==> src/rtl/wdt_kl_pkg.sv <==
package wdt_kl_pkg;

  localparam int KEY_W     = 16;
  localparam int MAX_KEYS  = 3;
  localparam int NUM_LOCKS = 4;
  localparam int ADDR_W    = 3;

  // register pair index: lock at {id,0}, protected register at {id,1}
  typedef enum logic [1:0] {
    LK_KICK = 2'd0,
    LK_LOAD = 2'd1,
    LK_DIV  = 2'd2,
    LK_RUN  = 2'd3
  } lock_id_e;

  // key series, first key in the lowest slice
  function automatic logic [MAX_KEYS*KEY_W-1:0] key_seq(input int id);
    case (id)
      0:       key_seq = {16'h0000, 16'hAAAA, 16'h5555};
      1:       key_seq = {16'h0000, 16'hBBBB, 16'h6666};
      2:       key_seq = {16'h0000, 16'hA5A5, 16'h5A5A};
      default: key_seq = {16'hDDDD, 16'hCCCC, 16'h7777};
    endcase
  endfunction

  function automatic int key_count(input int id);
    key_count = (id == 3) ? 3 : 2;
  endfunction

endpackage

==> src/rtl/wdt_key_gate.sv <==
module wdt_key_gate #(
  parameter int KEY_W    = 16,
  parameter int MAX_KEYS = 3,
  parameter int NUM_KEYS = 2,
  parameter logic [MAX_KEYS*KEY_W-1:0] SEQ = '0
) (
  input  logic             clk,
  input  logic             rst_n,
  input  logic             lock_we,
  input  logic [KEY_W-1:0] lock_wdata,
  input  logic             guard_we,
  output logic             open_o,
  output logic [1:0]       status_o
);
  localparam int CNT_W = $clog2(NUM_KEYS + 1);

  logic [CNT_W-1:0] cnt_q, cnt_d;
  logic [KEY_W-1:0] expect_key;

  assign open_o   = (cnt_q == CNT_W'(NUM_KEYS));
  assign status_o = open_o ? 2'b11 : 2'(cnt_q);

  always_comb begin
    expect_key = '0;
    for (int i = 0; i < NUM_KEYS; i++) begin
      if (cnt_q == CNT_W'(i)) expect_key = SEQ[i*KEY_W +: KEY_W];
    end
  end

  always_comb begin
    cnt_d = cnt_q;
    if (lock_we) begin
      if (!open_o && (lock_wdata == expect_key)) cnt_d = cnt_q + 1'b1;
      else                                       cnt_d = '0;
    end else if (guard_we && open_o) begin
      cnt_d = '0;
    end
  end

  always_ff @(posedge clk or negedge rst_n) begin
    if (!rst_n) cnt_q <= '0;
    else        cnt_q <= cnt_d;
  end


  relock_after_use_chk: assert property (@(posedge clk) disable iff (!rst_n)
    (guard_we && open_o && !lock_we) |=> (status_o == 2'b00));


  idle_status_chk: assert property (@(posedge clk) disable iff (!rst_n)
    (!lock_we && !guard_we) |=> $stable(status_o));


  reopen_closes_chk: assert property (@(posedge clk) disable iff (!rst_n)
    (lock_we && open_o) |=> (status_o == 2'b00));

endmodule

==> src/rtl/wdt_prescaler.sv <==
module wdt_prescaler #(
  parameter int DIV_W = 16
) (
  input  logic             clk,
  input  logic             rst_n,
  input  logic             en,
  input  logic             restart,
  input  logic [DIV_W-1:0] div,
  output logic             tick_o
);
  logic [DIV_W-1:0] pcnt_q, pcnt_d;

  assign tick_o = en && !restart && (pcnt_q == div);

  always_comb begin
    pcnt_d = pcnt_q;
    if (restart || !en) pcnt_d = '0;
    else if (tick_o)    pcnt_d = '0;
    else                pcnt_d = pcnt_q + 1'b1;
  end

  always_ff @(posedge clk or negedge rst_n) begin
    if (!rst_n) pcnt_q <= '0;
    else        pcnt_q <= pcnt_d;
  end


  tick_gap_chk: assert property (@(posedge clk) disable iff (!rst_n)
    (tick_o && (div != '0)) |=> !tick_o);

endmodule

==> src/rtl/wdt_countdown.sv <==
module wdt_countdown #(
  parameter int CNT_W = 16
) (
  input  logic             clk,
  input  logic             rst_n,
  input  logic             load,
  input  logic [CNT_W-1:0] load_val,
  input  logic             tick,
  output logic             expire_o
);
  logic [CNT_W-1:0] cnt_q, cnt_d;
  logic             exp_q, exp_d;

  assign expire_o = exp_q;

  always_comb begin
    cnt_d = cnt_q;
    exp_d = 1'b0;
    if (load) begin
      cnt_d = load_val;
    end else if (tick && (cnt_q != '0)) begin
      cnt_d = cnt_q - 1'b1;
      if (cnt_q == CNT_W'(1)) exp_d = 1'b1;
    end
  end

  always_ff @(posedge clk or negedge rst_n) begin
    if (!rst_n) begin
      cnt_q <= '0;
      exp_q <= 1'b0;
    end else begin
      cnt_q <= cnt_d;
      exp_q <= exp_d;
    end
  end


  single_pulse_chk: assert property (@(posedge clk) disable iff (!rst_n)
    expire_o |=> !expire_o);


  zero_hold_chk: assert property (@(posedge clk) disable iff (!rst_n)
    ((cnt_q == '0) && !load) |=> ((cnt_q == '0) && !expire_o));


  pulse_at_zero_chk: assert property (@(posedge clk) disable iff (!rst_n)
    expire_o |-> (cnt_q == '0));

endmodule

==> src/rtl/keyguard_wdt.sv <==
module keyguard_wdt
  import wdt_kl_pkg::*;
#(
  parameter int DATA_W = KEY_W
) (
  input  logic              clk,
  input  logic              rst_n,
  input  logic              bus_we,
  input  logic [ADDR_W-1:0] bus_addr,
  input  logic [DATA_W-1:0] bus_wdata,
  output logic [DATA_W-1:0] bus_rdata,
  output logic              wdt_rst_o
);
  localparam logic [DATA_W-1:0] LOAD_RST = '1;

  // reset synchronizer: asynchronous assert, synchronous release
  logic [1:0] rsync_q;
  logic       rst_s;

  always_ff @(posedge clk or negedge rst_n) begin
    if (!rst_n) rsync_q <= 2'b00;
    else        rsync_q <= {rsync_q[0], 1'b1};
  end
  assign rst_s = rsync_q[1];

  // address decode
  logic [NUM_LOCKS-1:0] lock_we, data_we, lk_open;
  logic [1:0]           lk_status [NUM_LOCKS];

  always_comb begin
    for (int i = 0; i < NUM_LOCKS; i++) begin
      lock_we[i] = bus_we && (bus_addr == {2'(i), 1'b0});
      data_we[i] = bus_we && (bus_addr == {2'(i), 1'b1});
    end
  end

  for (genvar g = 0; g < NUM_LOCKS; g++) begin : g_lock
    wdt_key_gate #(
      .KEY_W   (KEY_W),
      .MAX_KEYS(MAX_KEYS),
      .NUM_KEYS(key_count(g)),
      .SEQ     (key_seq(g))
    ) u_gate (
      .clk       (clk),
      .rst_n     (rst_s),
      .lock_we   (lock_we[g]),
      .lock_wdata(bus_wdata[KEY_W-1:0]),
      .guard_we  (data_we[g]),
      .open_o    (lk_open[g]),
      .status_o  (lk_status[g])
    );
  end

  // control registers
  logic [DATA_W-1:0] load_q, load_d, div_q, div_d;
  logic              en_q, en_d;
  logic              acc_kick, acc_load, acc_div, acc_run, reload;

  assign acc_kick = data_we[LK_KICK] && lk_open[LK_KICK];
  assign acc_load = data_we[LK_LOAD] && lk_open[LK_LOAD];
  assign acc_div  = data_we[LK_DIV]  && lk_open[LK_DIV];
  assign acc_run  = data_we[LK_RUN]  && lk_open[LK_RUN];

  always_comb begin
    load_d = load_q;
    div_d  = div_q;
    en_d   = en_q;
    if (acc_load && !en_q) load_d = bus_wdata;
    if (acc_div  && !en_q) div_d  = bus_wdata;
    if (acc_run)           en_d   = bus_wdata[0];
  end

  assign reload = (acc_kick && bus_wdata[0]) ||
                  (acc_run && bus_wdata[0] && !en_q);

  always_ff @(posedge clk or negedge rst_s) begin
    if (!rst_s) begin
      load_q <= LOAD_RST;
      div_q  <= '0;
      en_q   <= 1'b0;
    end else begin
      load_q <= load_d;
      div_q  <= div_d;
      en_q   <= en_d;
    end
  end

  // timing path
  logic tick;

  wdt_prescaler #(.DIV_W(DATA_W)) u_presc (
    .clk    (clk),
    .rst_n  (rst_s),
    .en     (en_q),
    .restart(reload),
    .div    (div_q),
    .tick_o (tick)
  );

  wdt_countdown #(.CNT_W(DATA_W)) u_cdown (
    .clk     (clk),
    .rst_n   (rst_s),
    .load    (reload),
    .load_val(load_q),
    .tick    (tick),
    .expire_o(wdt_rst_o)
  );

  // read mux
  always_comb begin
    bus_rdata = '0;
    case (bus_addr)
      {LK_LOAD, 1'b1}: bus_rdata = load_q;
      {LK_DIV,  1'b1}: bus_rdata = div_q;
      {LK_RUN,  1'b1}: bus_rdata = {{(DATA_W-1){1'b0}}, en_q};
      {LK_KICK, 1'b1}: bus_rdata = '0;
      default:         bus_rdata = {{(DATA_W-2){1'b0}}, lk_status[bus_addr[2:1]]};
    endcase
  end


  load_frozen_chk: assert property (@(posedge clk) disable iff (!rst_s)
    (en_q && data_we[LK_LOAD]) |=> $stable(load_q));


  div_frozen_chk: assert property (@(posedge clk) disable iff (!rst_s)
    (en_q && data_we[LK_DIV]) |=> $stable(div_q));


  run_guarded_chk: assert property (@(posedge clk) disable iff (!rst_s)
    !(data_we[LK_RUN] && lk_open[LK_RUN]) |=> $stable(en_q));


  stopped_quiet_chk: assert property (@(posedge clk) disable iff (!rst_s)
    (!en_q && !en_d) |=> !wdt_rst_o);

endmodule

==> config.mk <==
export PLATFORM = sky130hd
export DESIGN_NAME = keyguard_wdt
export DESIGN_NICKNAME = d
export VERILOG_FILES = /design/src/rtl/wdt_kl_pkg.sv /design/src/rtl/wdt_key_gate.sv /design/src/rtl/wdt_prescaler.sv /design/src/rtl/wdt_countdown.sv /design/src/rtl/keyguard_wdt.sv
export SDC_FILE = /design/constraint.sdc
export NUM_CORES = 1
export LEC_CHECK = 0
export BUFFER_PORTS_ARGS = -buffer_cell sky130_fd_sc_hd__buf_2
export CORE_MARGIN = 2
export CORE_UTILIZATION = 60
export DETAILED_ROUTE_END_ITERATION = 16
export PLACE_DENSITY = 0.76
export SYNTH_ARGS = -nofsm -noshare
export SYNTH_HDL_FRONTEND = slang
export SYNTH_SLANG_ARGS = --single-unit
==> constraint.sdc <==
create_clock -name clk -period 2.7 [get_ports clk]
set_input_delay 0 -clock clk [delete_from_list [all_inputs] [get_ports clk]]
set_output_delay 0 -clock clk [all_outputs]
set_load 0.05 [all_outputs]
Word level (Yosys, flattened, before mapping). Cells that the tools add are included.

Input port bits: 22. Bits in registers: 76. Output and inout port bits: 17.

Equal/unequal tests: 22. Add/subtract/negate cells: 6. Multiplexer cells: 36. Reductions and logical operators: 43. Magnitude comparators: 1. Bitwise logic cells: 1.

Operators with widths (number): 2-to-1 mux 16 bit (9); equality test 16 bit (5); one-hot mux 16 bit (4 select lines) (1); 2-to-1 mux 15 bit (4); 2-to-1 mux 2 bit (18); logical AND 1 bit (24); adder 16 x 1 -> 16 bit, second input constant (1); equality test 16 x 1 -> 1 bit, second input constant (1); nonzero test 16 bit (1); subtractor 16 x 1 -> 16 bit, second input constant (1); equality test 3 bit, second input constant (4); equality test 2 bit, second input constant (5); nonzero test 2 bit (5); adder 2 x 1 -> 2 bit, second input constant (4); equality test 2 x 1 -> 1 bit, second input constant (4); zero test 2 bit (4); equality test 3 x 2 -> 1 bit, second input constant (2); zero test 1 bit (6); binary-select mux 2 bit (select 2 bit) (1); equality test 3 x 1 -> 1 bit, second input constant (1); greater-or-equal comparator 3 bit, second input constant (1); zero test 3 bit (1); 2-to-1 mux 1 bit (3); NOT 2 -> 3 bit (1); logical OR 1 bit (2).

Depth between registers and ports, before layout. Gate-level depths: netlist of run 1.

Word-level depth: 12. Gate-level depth with buffers: 8.

Cells and area by module. Synthesis of run 1 repeated with hierarchy kept, for this count alone.

Cell total of the unflattened synthesis: 510. Area, all modules: 5064.9 µm².

By module, submodules not included: keyguard_wdt (times used 1, cells each 140, area each 1811.7 µm²); wdt_prescaler (times used 1, cells each 112, area each 1103.6 µm²); wdt_countdown (times used 1, cells each 126, area each 1097.3 µm²); wdt_key_gate at g_lock[0].u_gate ... (times used 2, cells each 31, area each 246.5 µm²); wdt_key_gate at g_lock[1].u_gate (times used 1, cells each 35, area each 285.3 µm²); wdt_key_gate at g_lock[3].u_gate (times used 1, cells each 35, area each 274.0 µm²).

Worst setup path before layout of run 1. OpenSTA, ideal clock, no wires.

Path type: register -> register. From: reg u_cdown.cnt_q[3]. To: reg u_cdown.cnt_q[9]. Setup time: 0.124 ns. Setup slack: 0.673 ns. Cell stages (with the launch flop): 6. Arrival time: 1.903 ns. Period minus slack after synthesis: 2.027 ns. Data required time: 2.576 ns. Cell sequence: dfrtp_1 -> or2_4 -> or3_4 -> or3_1 -> o41a_1 -> o31a_1.

Longest elaborated chain between the ends: 3. Elaborated cells on any way between the ends: 6. Classes of those cells: 1 x add/sub; 2 x mux; 3 x reduce/logical.

RTL lines: start, declared (line wdt_countdown.sv:11) `logic [CNT_W-1:0] cnt_q, cnt_d;`; start signal, assigned (line wdt_countdown.sv:32) `cnt_q <= cnt_d;`; subtractor 16 x 1 -> 16 bit / nonzero test 16 bit (equally long branches) (line wdt_countdown.sv:22, wdt_countdown.sv:21); 2-to-1 mux 16 bit / logical AND 1 bit (equally long branches) (line wdt_countdown.sv:21) `end else if (tick && (cnt_q != '0)) begin`; 2-to-1 mux 16 bit / nonzero test 2 bit (equally long branches).

Several ways; a longest one is shown, not always the timed one. The select of a mux whose other input is x is not followed. A chain may end at the register's enable or synchronous reset.

Final worst setup path of run 1.
From: reg g_lock[0].u_gate.cnt_q[0]. To: reg u_cdown.cnt_q[15].

Longest elaborated chain between the ends: 9. Elaborated cells on any way between the ends: 10. Classes of those cells: 1 x eq/ne; 1 x mux; 8 x reduce/logical.

RTL lines: start, declared (line wdt_key_gate.sv:17) `logic [CNT_W-1:0] cnt_q, cnt_d;`; start signal, assigned (line wdt_key_gate.sv:42) `else cnt_q <= cnt_d;`; equality test 2 bit (*) (line wdt_key_gate.sv:20) `assign open_o = (cnt_q == CNT_W'(NUM_KEYS));`; logical AND 1 bit (*) (line keyguard_wdt.sv:59) `assign acc_kick = data_we[LK_KICK] && lk_open[LK_KICK];`; logical AND 1 bit (*) (line keyguard_wdt.sv:73) `assign reload = (acc_kick && bus_wdata[0]) ||`; logical OR 1 bit (*) (line keyguard_wdt.sv:73); zero test 1 bit (line wdt_prescaler.sv:13) `assign tick_o = en && !restart && (pcnt_q == div);`; logical AND 1 bit (2 in series) (line wdt_prescaler.sv:13); logical AND 1 bit (line wdt_countdown.sv:21); nonzero test 2 bit (no source line).

Every way passes the cells marked *; elsewhere a longest branch is shown, timed or not.

==> results of run 1 <==
power by group:
group	internal [W]	switching, W	total, W	leakage (nW)
clock	0.000599	0.000415	0.00101	0.120
combinational	0.0000418	0.0000989	0.000141	1.23
sequential	0.00114	0.000000902	0.00114	0.993
cells in the final DEF (no fill, tap or decap), types with 12 or more instances in the layout:
cell	n
a22oi_1	14
a31oi_1	17
buf_2	38
clkbuf_8	12
dfrtp_1	59
dfstp_2	16
dlygate4sd3_1	12
ha_1	19
inv_1	17
mux2_2	25
nand2_1	18
nor2_1	57
or4_1	15
xor2_1	26
worst max-delay path: stages, from the launching register on:
cell and delay (ns):
dfrtp_1 0.40, inv_1 0.09, ha_1 0.26, nand3_1 0.09, o21a_1 0.24, o2111ai_1 0.36
buf_4 0.29, or4_1 0.40, a31oi_1 0.17
per-stage QoR:
stage | power (W) | utilization (%)
floorplan | 0.00123 | -
CTS | 0.00231 | 71.0
global placement | 0.00129 | 66.0
global route | 0.00237 | 71.0
detailed placement | 0.00129 | 66.0
finish | 0.00230 | 71.0
registers in the layout, indices dropped and copies added, names as in the netlist:
name	count
en_q	1
g_lock.u_gate.cnt_q	8
div_q	16
u_presc.pcnt_q	16
u_cdown.cnt_q	16
rsync_q	2
load_q	16
u_cdown.expire_o	1
layout make-up:
cell class,instances,area (µm²)
Tap cell,99,124
Clock inverter,3,68.8
Multi-Input combinational cell,334,2390
Sequential cell,76,1920
Inverter,17,63.8
Clock buffer,13,169
Fill cell,560,2090
Timing Repair Buffer,59,378
metal layers:
layer | vias to the layer above | global-route usage, % | part of all wire (%)
li1 | 1754 | - | -
met2 | 162 | 43.1 | 45
met4 | 0 | 14.2 | 3.6
met5 | - | 0 | 0
met1 | 1855 | 40.9 | 44
met3 | 27 | 5.68 | 6.9
path summary, 6_finish.rpt:
path	endpoint	cells after the start
setup / recovery	u_cdown.cnt_q[15]	8
hold reg to reg	rsync_q[1]	0
hold / removal	div_q[15]	2
max in group asynchronous	u_cdown.cnt_q[0]	1
min in group asynchronous	div_q[10]	1
setup reg to reg	u_cdown.cnt_q[15]	8
kinds of logic (layout without fill, tap and decap cells):
| kind of cell | Yosys count | after routing | share of synthesized area, % |
|---|---|---|---|
| other | 1 | 1 | 0.0839 |
| multiplexers | 37 | 37 | 9.55 |
| adder cells (fa/ha/maj) | 19 | 19 | 5.32 |
| AO/OA/AOI/OAI | 81 | 81 | 12.6 |
| buffers and inverters | 39 | 92 | 3.42 |
| XOR/XNOR | 30 | 30 | 5.88 |
| AND/OR/NAND/NOR | 166 | 166 | 20.2 |
| flip-flops | 76 | 76 | 43.0 |
==> flow_summary.yaml, run 1 <==
cells_and_area:
  postLayoutCellArea_um2: 5120
  final_cells: 601
  antennaDiodeCount: 0
  area_growth_syn_to_layout_pct: 14.6
  nets: 538
  drive_above_1_share_pct: 22.1
synthesis:
  netlist.area_leader.share_pct: 33.6
  synth-seq-area-share_pct: 43.0
  async_flop_share_pct: 100
  synthTopCellsByArea: "dfrtp_1 (34%), dfstp_2 (9.4%), mux2_2 (6.3%), ha_1 (5.3%), xor2_1 (5.1%)"
  syn-num-nets: 490
  post-synth-top-count-cell: "dfrtp_1"
  yosysWarnings: 0
  syn_area_um2: 4470
  ys_ff_latch: 76
  syn_avg_cell_area_um2: 9.95
  synthDominantAreaCellType: "dfrtp_1"
  syn_inst: 449
  ys_top_cells_by_count: "dfrtp_1 (60), nor2_1 (57), xor2_1 (26)"
  synth_flop_cell: "dfrtp_1"
  synth_edf_count: 0
  synth_cell_type_count: 59
detailed_routing:
  drt_first_pass_iters: 5
  routed_wl_um: 11500
  drtIter0Drc: 279
  via_per_inst: 6.32
  detailroute.via_count: 3798
  wl_per_cell_um: 19.1
  drc: 0
  drtAntennaViolNets: 0
die:
  initial_core_util_pct: 61.9
  placeableCoreArea_um2: 7210
  io_pins: 39
  die_h_um: 90.3
  dieWidth_um: 90.3
  rows: 31
  dieArea_um2: 8150
timing:
  period_needed_ns: 2.38
  hold_viol_final: 0
  rsz0062_at_grt: "no"
  hold_slack_ns: 0.0226
  clock_skew_ns: 0.0101
  tightest_slew_ns: 0.917
  setup_tns_ns: 0
  setup_slack_ns: 0.321
  maxSlewViolCount: 0
  setup_viol: 0
  max_freq_ghz: 0.420
  slew_headroom_pct: 38.9
  fin_crit_sh_pct: 88.1
clocking:
  cts_made_buffers: 9
  clkLatencyLatePin_ns: 0.35
  clockBufferDepth: 2
  clkSlewWorstSetupHoldPaths_ns: 0.08
  htreeDepth: 3
  hold_buffers: 12
  cts.sinks: 76
  cts-resized-gates: 0
  cts_setup_buffers: 0
  cts_root_buffer: "clkbuf_8"
  cts_tree: "yes"
job:
  drv_cap: 0
run_status:
  status: "completed"
hold_path:
  holdCritPathClass: "primary input to flop"
  hold_start: "bus_wdata[15]"
setup_path:
  crit_path_start: "g_lock[0].u_gate.cnt_q[0]"
  critPathCaptureType: "flop"
  crit_arrival_ns: 2.65
  setup.worst_path.class: "flop to flop"
  crit_path_max_fanout: 8
  critPathRequiredTime_ns: 2.97
  startpoint_type: "flop"
  r2r_slack_ns: 0.32
  reg2reg_from: "g_lock[0].u_gate.cnt_q[0]"
global_route:
  grt_use_total_pct: 29.0
  grt_max_degree: 75
  grt_pass1_vias: 3691
  overflow: 0
  grt_first_pass_wirelength_um: 18700
  antenna_found_initial: 0
power:
  ir_worst_vdd_v: 0.000382
  power_density_nw_per_um2: 448
  cellLeakagePower_nw: 2.34
placement:
  dpl_cell_area_um2: 4760
  hpwl_um: 8140
  portBuffers: 38
  place_ws_ns: 0.342
  numPlacedInstances: 573
  gp_congestion: 0.959
Note: power is estimated with default switching activity, not from simulation.
==> run 2, diff against run 1 <==
CORE_UTILIZATION = 61   (was 60)
CTS_CLUSTER_SIZE = 40   (was unset)
PLACE_DENSITY = 0.77   (was 0.76)
SYNTH_HIERARCHICAL = 1   (was unset)
==> flow_summary.yaml, run 2 <==
clocking:
  cts_made_buffers: 9
  clkSlewWorstSetupHoldPaths_ns: 0.08
  clockBufferDepth: 2
  clkLatencyLatePin_ns: 0.35
  cts_tree: "yes"
  htreeDepth: 3
  cts.sinks: 76
  cts_root_buffer: "clkbuf_8"
synthesis:
  ys_ff_latch: 76
  netlist.area_leader.share_pct: 29.6
  post-synth-top-count-cell: "dfrtp_1"
  synth-seq-area-share_pct: 37.9
  syn_avg_cell_area_um2: 9.93
  synth_cell_type_count: 77
  yosysWarnings: 6
  synth_flop_cell: "dfrtp_1"
  synthDominantAreaCellType: "dfrtp_1"
  synthTopCellsByArea: "dfrtp_1 (30%), dfstp_2 (8.3%), mux2_2 (5.6%), ha_1 (4.2%), xnor2_1 (4.0%)"
  synth_edf_count: 0
  syn_inst: 510
  async_flop_share_pct: 100
  ys_top_cells_by_count: "dfrtp_1 (60), nand2_1 (41), mux2_2 (25), nand4_1 (25)"
  syn-num-nets: 549
  syn_area_um2: 5060
cells_and_area:
  final_common_cell: "dfrtp_1"
  seq_area_um2: 1920
  most-common-layout-cells: "dfrtp_1 (58), nand2_1 (41), buf_2 (38)"
  drive_above_1_share_pct: 28.8
  fillers: 623
  nets: 604
  area_growth_syn_to_layout_pct: 14.2
  multiInputGateArea_um2: 3000
  antennaDiodeCount: 0
  postLayoutCellArea_um2: 5780
setup_path:
  setup.worst_path.class: "flop to flop"
  crit_path_max_fanout: 5
  crit_arrival_ns: 2.84
  critPathCaptureType: "flop"
  critPathRequiredTime_ns: 2.97
  startpoint_type: "flop"
die:
  rows: 33
  dieWidth_um: 95.1
  io_pins: 39
  placeableCoreArea_um2: 8130
  initial_core_util_pct: 62.3
  dieArea_um2: 9050
  die_h_um: 95.1
detailed_routing:
  drt_first_pass_iters: 5
  drtAntennaViolNets: 0
  routed_wl_um: 13600
  detailroute.via_count: 4466
  wirelength_met1_um: 5650
  wl_per_cell_um: 20.1
  wl_met3_um: 1030
  drc: 0
  top_layer_used: "met4"
  drtIter0Drc: 351
  via_per_inst: 6.62
  wl_met2_um: 6380
power:
  switchingPower_w: 0.000537
  pwr-share-comb_pct: 7.0
  internal_power_w: 0.00178
  ir_worst_vdd_v: 0.000241
  clkPwrFrac_pct: 43.8
  power_density_nw_per_um2: 401
  p_seq_share_pct: 49.2
  cellLeakagePower_nw: 2.40
  switching_share_pct: 23.2
placement:
  gp_congestion: 0.884
  hpwl_um: 9400
  portBuffers: 38
  dpl_cell_area_um2: 5470
timing:
  hold_viol_final: 0
  fin_crit_sh_pct: 95.3
  clock_skew_ns: 0.0131
  slew_headroom_pct: 51.1
  setup_tns_ns: 0
  max_freq_ghz: 0.389
  tightest_slew_ns: 0.714
  maxSlewViolCount: 0
  period_needed_ns: 2.57
  setup_viol: 0
  rsz0062_at_grt: "no"
hold_path:
  holdCritPathClass: "primary input to flop"
run_status:
  status: "completed"
job:
  drv_cap: 0
global_route:
  grt_max_degree: 75
  grt_pass1_vias: 4209
  overflow: 0
  grt_use_total_pct: 31.2
  antenna_found_initial: 0
  grt_first_pass_wirelength_um: 21300
==> run 2: cell types whose count changed in the layout (fill, tap and decap cells not counted), sizes merged, moves of 18 or more <==
cell	delta
buf	+18
nand2	+23
nor2	-33
xnor2	+20
nor2b	+19
xor2	-23
==> run 2: power groups by stage <==
stage | logic, W | clock network [W] | registers, W
6_report | 0.000161 | 0.00102 | 0.00114
3_3_place_gp | 0.000152 | 0 | 0.00116
5_1_grt | 0.000172 | 0.00108 | 0.00114
2_1_floorplan | 0.0000555 | 0 | 0.00118
4_1_cts | 0.000159 | 0.00103 | 0.00114
3_5_place_dp | 0.000156 | 0 | 0.00116
==> run 2: metal layers <==
metal / global-route usage [%] / up-vias
li1: - / 2026
met1: 42.0 / 2188
met2: 48.7 / 213
met3: 4.66 / 39
met4: 16.4 / 0
met5: 0 / -
==> run 2: timing repair <==
action / CTS / global route
setup buffers: 0 / 5
hold buffers: 2 / 0
hold endpoints to repair: 2 / 0
endpoints found under the setup margin: 0 / 8
gates resized for setup: 0 / 5
==> run 2: logic make-up (layout without fill, tap and decap cells) <==
kind of cell | Yosys count | count (layout) | share of synthesized area, %
simple gates | 211 | 211 | 25.9
compound gates | 98 | 98 | 13.7
flops | 76 | 76 | 37.9
buf+inv | 41 | 101 | 4.05
mux | 39 | 39 | 9.31
xor+xnor | 27 | 27 | 4.82
fa+ha+maj | 17 | 17 | 4.20
other cells | 1 | 1 | 0.0740
==> run 2: area by class of cell <==
cell class	count	area share, %
sequential	76	33.3
clock inverter	3	1.17
clock buffer	13	2.92
timing repair buffer	67	7.36
inverter	18	1.17
multi-input combinational	393	51.8
tap	105	2.27
==> run 2: path summary, 6_finish.rpt <==
kind | slack [ns] | startpoint | cells after the start | to
min in group asynchronous | 0.29 | rsync_q[1] | 1 | g_lock[1].u_gate/cnt_q[1]
worst min-delay path | 0.04 | bus_wdata[0] | 2 | en_q
worst min register to register | 0.29 | rsync_q[1] | 1 | g_lock[1].u_gate/cnt_q[1]
worst max-delay path | 0.13 | g_lock[3].u_gate/cnt_q[1] | 10 | u_cdown/cnt_q[14]
worst max register to register | 0.13 | g_lock[3].u_gate/cnt_q[1] | 10 | u_cdown/cnt_q[14]
max in group asynchronous | 2.05 | rsync_q[1] | 1 | load_q[14]
==> run 2: metrics by stage <==
step | util [%] | hold WS [ns] | setup slack [ns] | std cells | total power (W)
floorplan | - | -0.296 | -0.0359 | 510 | 0.00123
global placement | 67.2 | -0.215 | 0.118 | 652 | 0.00131
detailed placement | 67.2 | -0.215 | 0.0628 | 652 | 0.00132
CTS | 70.4 | 0.0183 | 0.0301 | 670 | 0.00233
global route | 71.1 | 0.0300 | 0.00852 | 675 | 0.00239
finish | 71.1 | 0.0404 | 0.127 | 675 | 0.00232
==> run 2: critical path, cell delays in order, from the launching register on <==
cell,delay (ns)
dfrtp_1,0.43
ha_4,0.18
and4b_1,0.17
a31o_4,0.22
nor2b_4,0.11
and2_4,0.14
and2_4,0.16
and4bb_2,0.27
nand4_1,0.12
or4b_1,0.52
a31oi_1,0.16
==> run 3, diff against run 2 <==
CAP_MARGIN = 20   (was unset)
REMOVE_ABC_BUFFERS = 1   (was unset)
==> flow_summary.yaml, run 3 (synthesis gave the netlist of run 2 again) <==
global_route:
  grt_first_pass_wirelength_um: 21100
  antenna_found_initial: 0
  overflow: 0
  grt_use_total_pct: 30.4
  grt_max_degree: 69
  grt_pass1_vias: 4296
detailed_routing:
  drtAntennaViolNets: 0
  top_layer_used: "met4"
  detailroute.via_count: 4388
  wl_per_cell_um: 19.5
  wl_met3_um: 706
  wl_met2_um: 6490
  drt_first_pass_iters: 5
  wirelength_met1_um: 5560
  drtIter0Drc: 319
  drc: 0
  routed_wl_um: 13200
  via_per_inst: 6.48
setup_path:
  critPathRequiredTime_ns: 2.97
  startpoint_type: "flop"
  crit_path_max_fanout: 3
  reg2reg_depth: 10
  critPathCaptureType: "flop"
  r2r_slack_ns: 0.03
  crit_arrival_ns: 2.94
  setup.worst_path.class: "flop to flop"
cells_and_area:
  antennaDiodeCount: 0
  final_common_cell: "dfrtp_1"
  utilization_pct: 70.5
  postLayoutCellArea_um2: 5730
  area_growth_syn_to_layout_pct: 13.1
  drive_above_1_share_pct: 28.3
  most-common-layout-cells: "dfrtp_1 (59), nand2_1 (41), buf_2 (38)"
  nets: 606
power:
  p_seq_share_pct: 50.4
  internal_power_w: 0.00171
  switching_share_pct: 24.7
  pwr-share-comb_pct: 6.7
  ir_worst_vdd_v: 0.000282
  cellLeakagePower_nw: 2.39
  power_density_nw_per_um2: 395
  switchingPower_w: 0.000561
  clkPwrFrac_pct: 42.8
timing:
  hold_slack_ns: 0.0396
  hold_viol_final: 0
  clock_skew_ns: 0.0108
  max_freq_ghz: 0.375
  maxSlewViolCount: 0
  slew_headroom_pct: 56.6
  tightest_slew_ns: 0.650
  setup_viol: 0
  fin_crit_sh_pct: 98.9
  period_needed_ns: 2.67
clocking:
  cts_tree: "yes"
  cts_root_buffer: "clkbuf_8"
  htreeDepth: 3
  cts.sinks: 76
  clockBufferDepth: 2
  clkLatencyLatePin_ns: 0.35
  clkSlewWorstSetupHoldPaths_ns: 0.08
  cts_made_buffers: 9
die:
  io_pins: 39
  dieArea_um2: 9050
  die_h_um: 95.1
  rows: 33
  dieWidth_um: 95.1
  placeableCoreArea_um2: 8130
  initial_core_util_pct: 62.3
placement:
  dpl_cell_area_um2: 5450
  hpwl_um: 9470
  portBuffers: 38
  gp_congestion: 0.922
hold_path:
  hold_depth: 2
  holdCritPathClass: "primary input to flop"
job:
  drv_cap: 0
run_status:
  status: "completed"
## run 3: cell count changes in the layout (fill, tap and decap cells not counted), moves of 2 or more
cell | previous run | this run
buf_4 | 26 | 28
clkbuf_8 | 12 | 9
clkinv_2 | 0 | 2
o311ai_0 | 4 | 1
o311ai_1 | 1 | 4
## run 3: critical path, stage by stage (launching register included)
cell and delay (ns):
dfrtp_1 0.40, ha_2 0.19, and4b_1 0.18, a31o_2 0.23
nor2b_1 0.15, and2_1 0.18, and2_4 0.16, and4bb_2 0.29
nand4_1 0.11, or4b_1 0.53, a31oi_1 0.18
## run 3: worst paths after layout
kind / startpoint / endpoint
min reg2reg: rsync_q[1] / g_lock[1].u_gate/cnt_q[0]
min in group asynchronous: rsync_q[1] / g_lock[1].u_gate/cnt_q[0]
max in group asynchronous: rsync_q[1] / load_q[1]
max reg2reg: g_lock[3].u_gate/cnt_q[0] / u_cdown/cnt_q[14]
min: bus_wdata[6] / load_q[6]
max: g_lock[3].u_gate/cnt_q[0] / u_cdown/cnt_q[14]
## run 3: cell type report
class / count / area [µm²]
Clock buffer: 10 / 128
Clock inverter: 6 / 86.3
Fill cell: 610 / 2400
Inverter: 18 / 67.6
Multi-Input combinational cell: 393 / 2950
Sequential cell: 76 / 1920
Tap cell: 105 / 131
Timing Repair Buffer: 69 / 440
## run 3: timing repair
| action | CTS | global route |
|---|---|---|
| resized for setup | 0 | 8 |
| hold buffers | 2 | 0 |
| hold endpoints to repair | 2 | 0 |
| buffers inserted | 0 | 4 |
| endpoints found under the setup margin | 0 | 8 |
## run 3: power groups by stage
| stage | Sequential, W | Clock (W) | Combinational (W) |
|---|---|---|---|
| after floorplan | 0.00118 | 0 | 0.0000463 |
| after global placement | 0.00116 | 0 | 0.000144 |
| after detailed placement | 0.00116 | 0 | 0.000149 |
| after CTS | 0.00114 | 0.000972 | 0.000151 |
| after global routing | 0.00114 | 0.00102 | 0.000165 |
| final | 0.00114 | 0.000970 | 0.000153 |
## run 3: metal layers
layer	vias up	GRT usage [%]
met5	-	0
met4	0	12.9
met3	38	3.72
met2	178	50.5
met1	2145	40.0
li1	2027	-
## run 3: per-stage QoR
stage | setup slack [ns] | power (W) | TNS (ns) | std cells
after global routing | -0.0877 | 0.00233 | -0.325 | 677
after floorplan | -0.436 | 0.00122 | -2.89 | 487
final | 0.0305 | 0.00227 | 0 | 677
after CTS | 0.00288 | 0.00227 | 0 | 673
after global placement | 0.130 | 0.00131 | 0 | 655
after detailed placement | 0.0126 | 0.00131 | 0 | 655
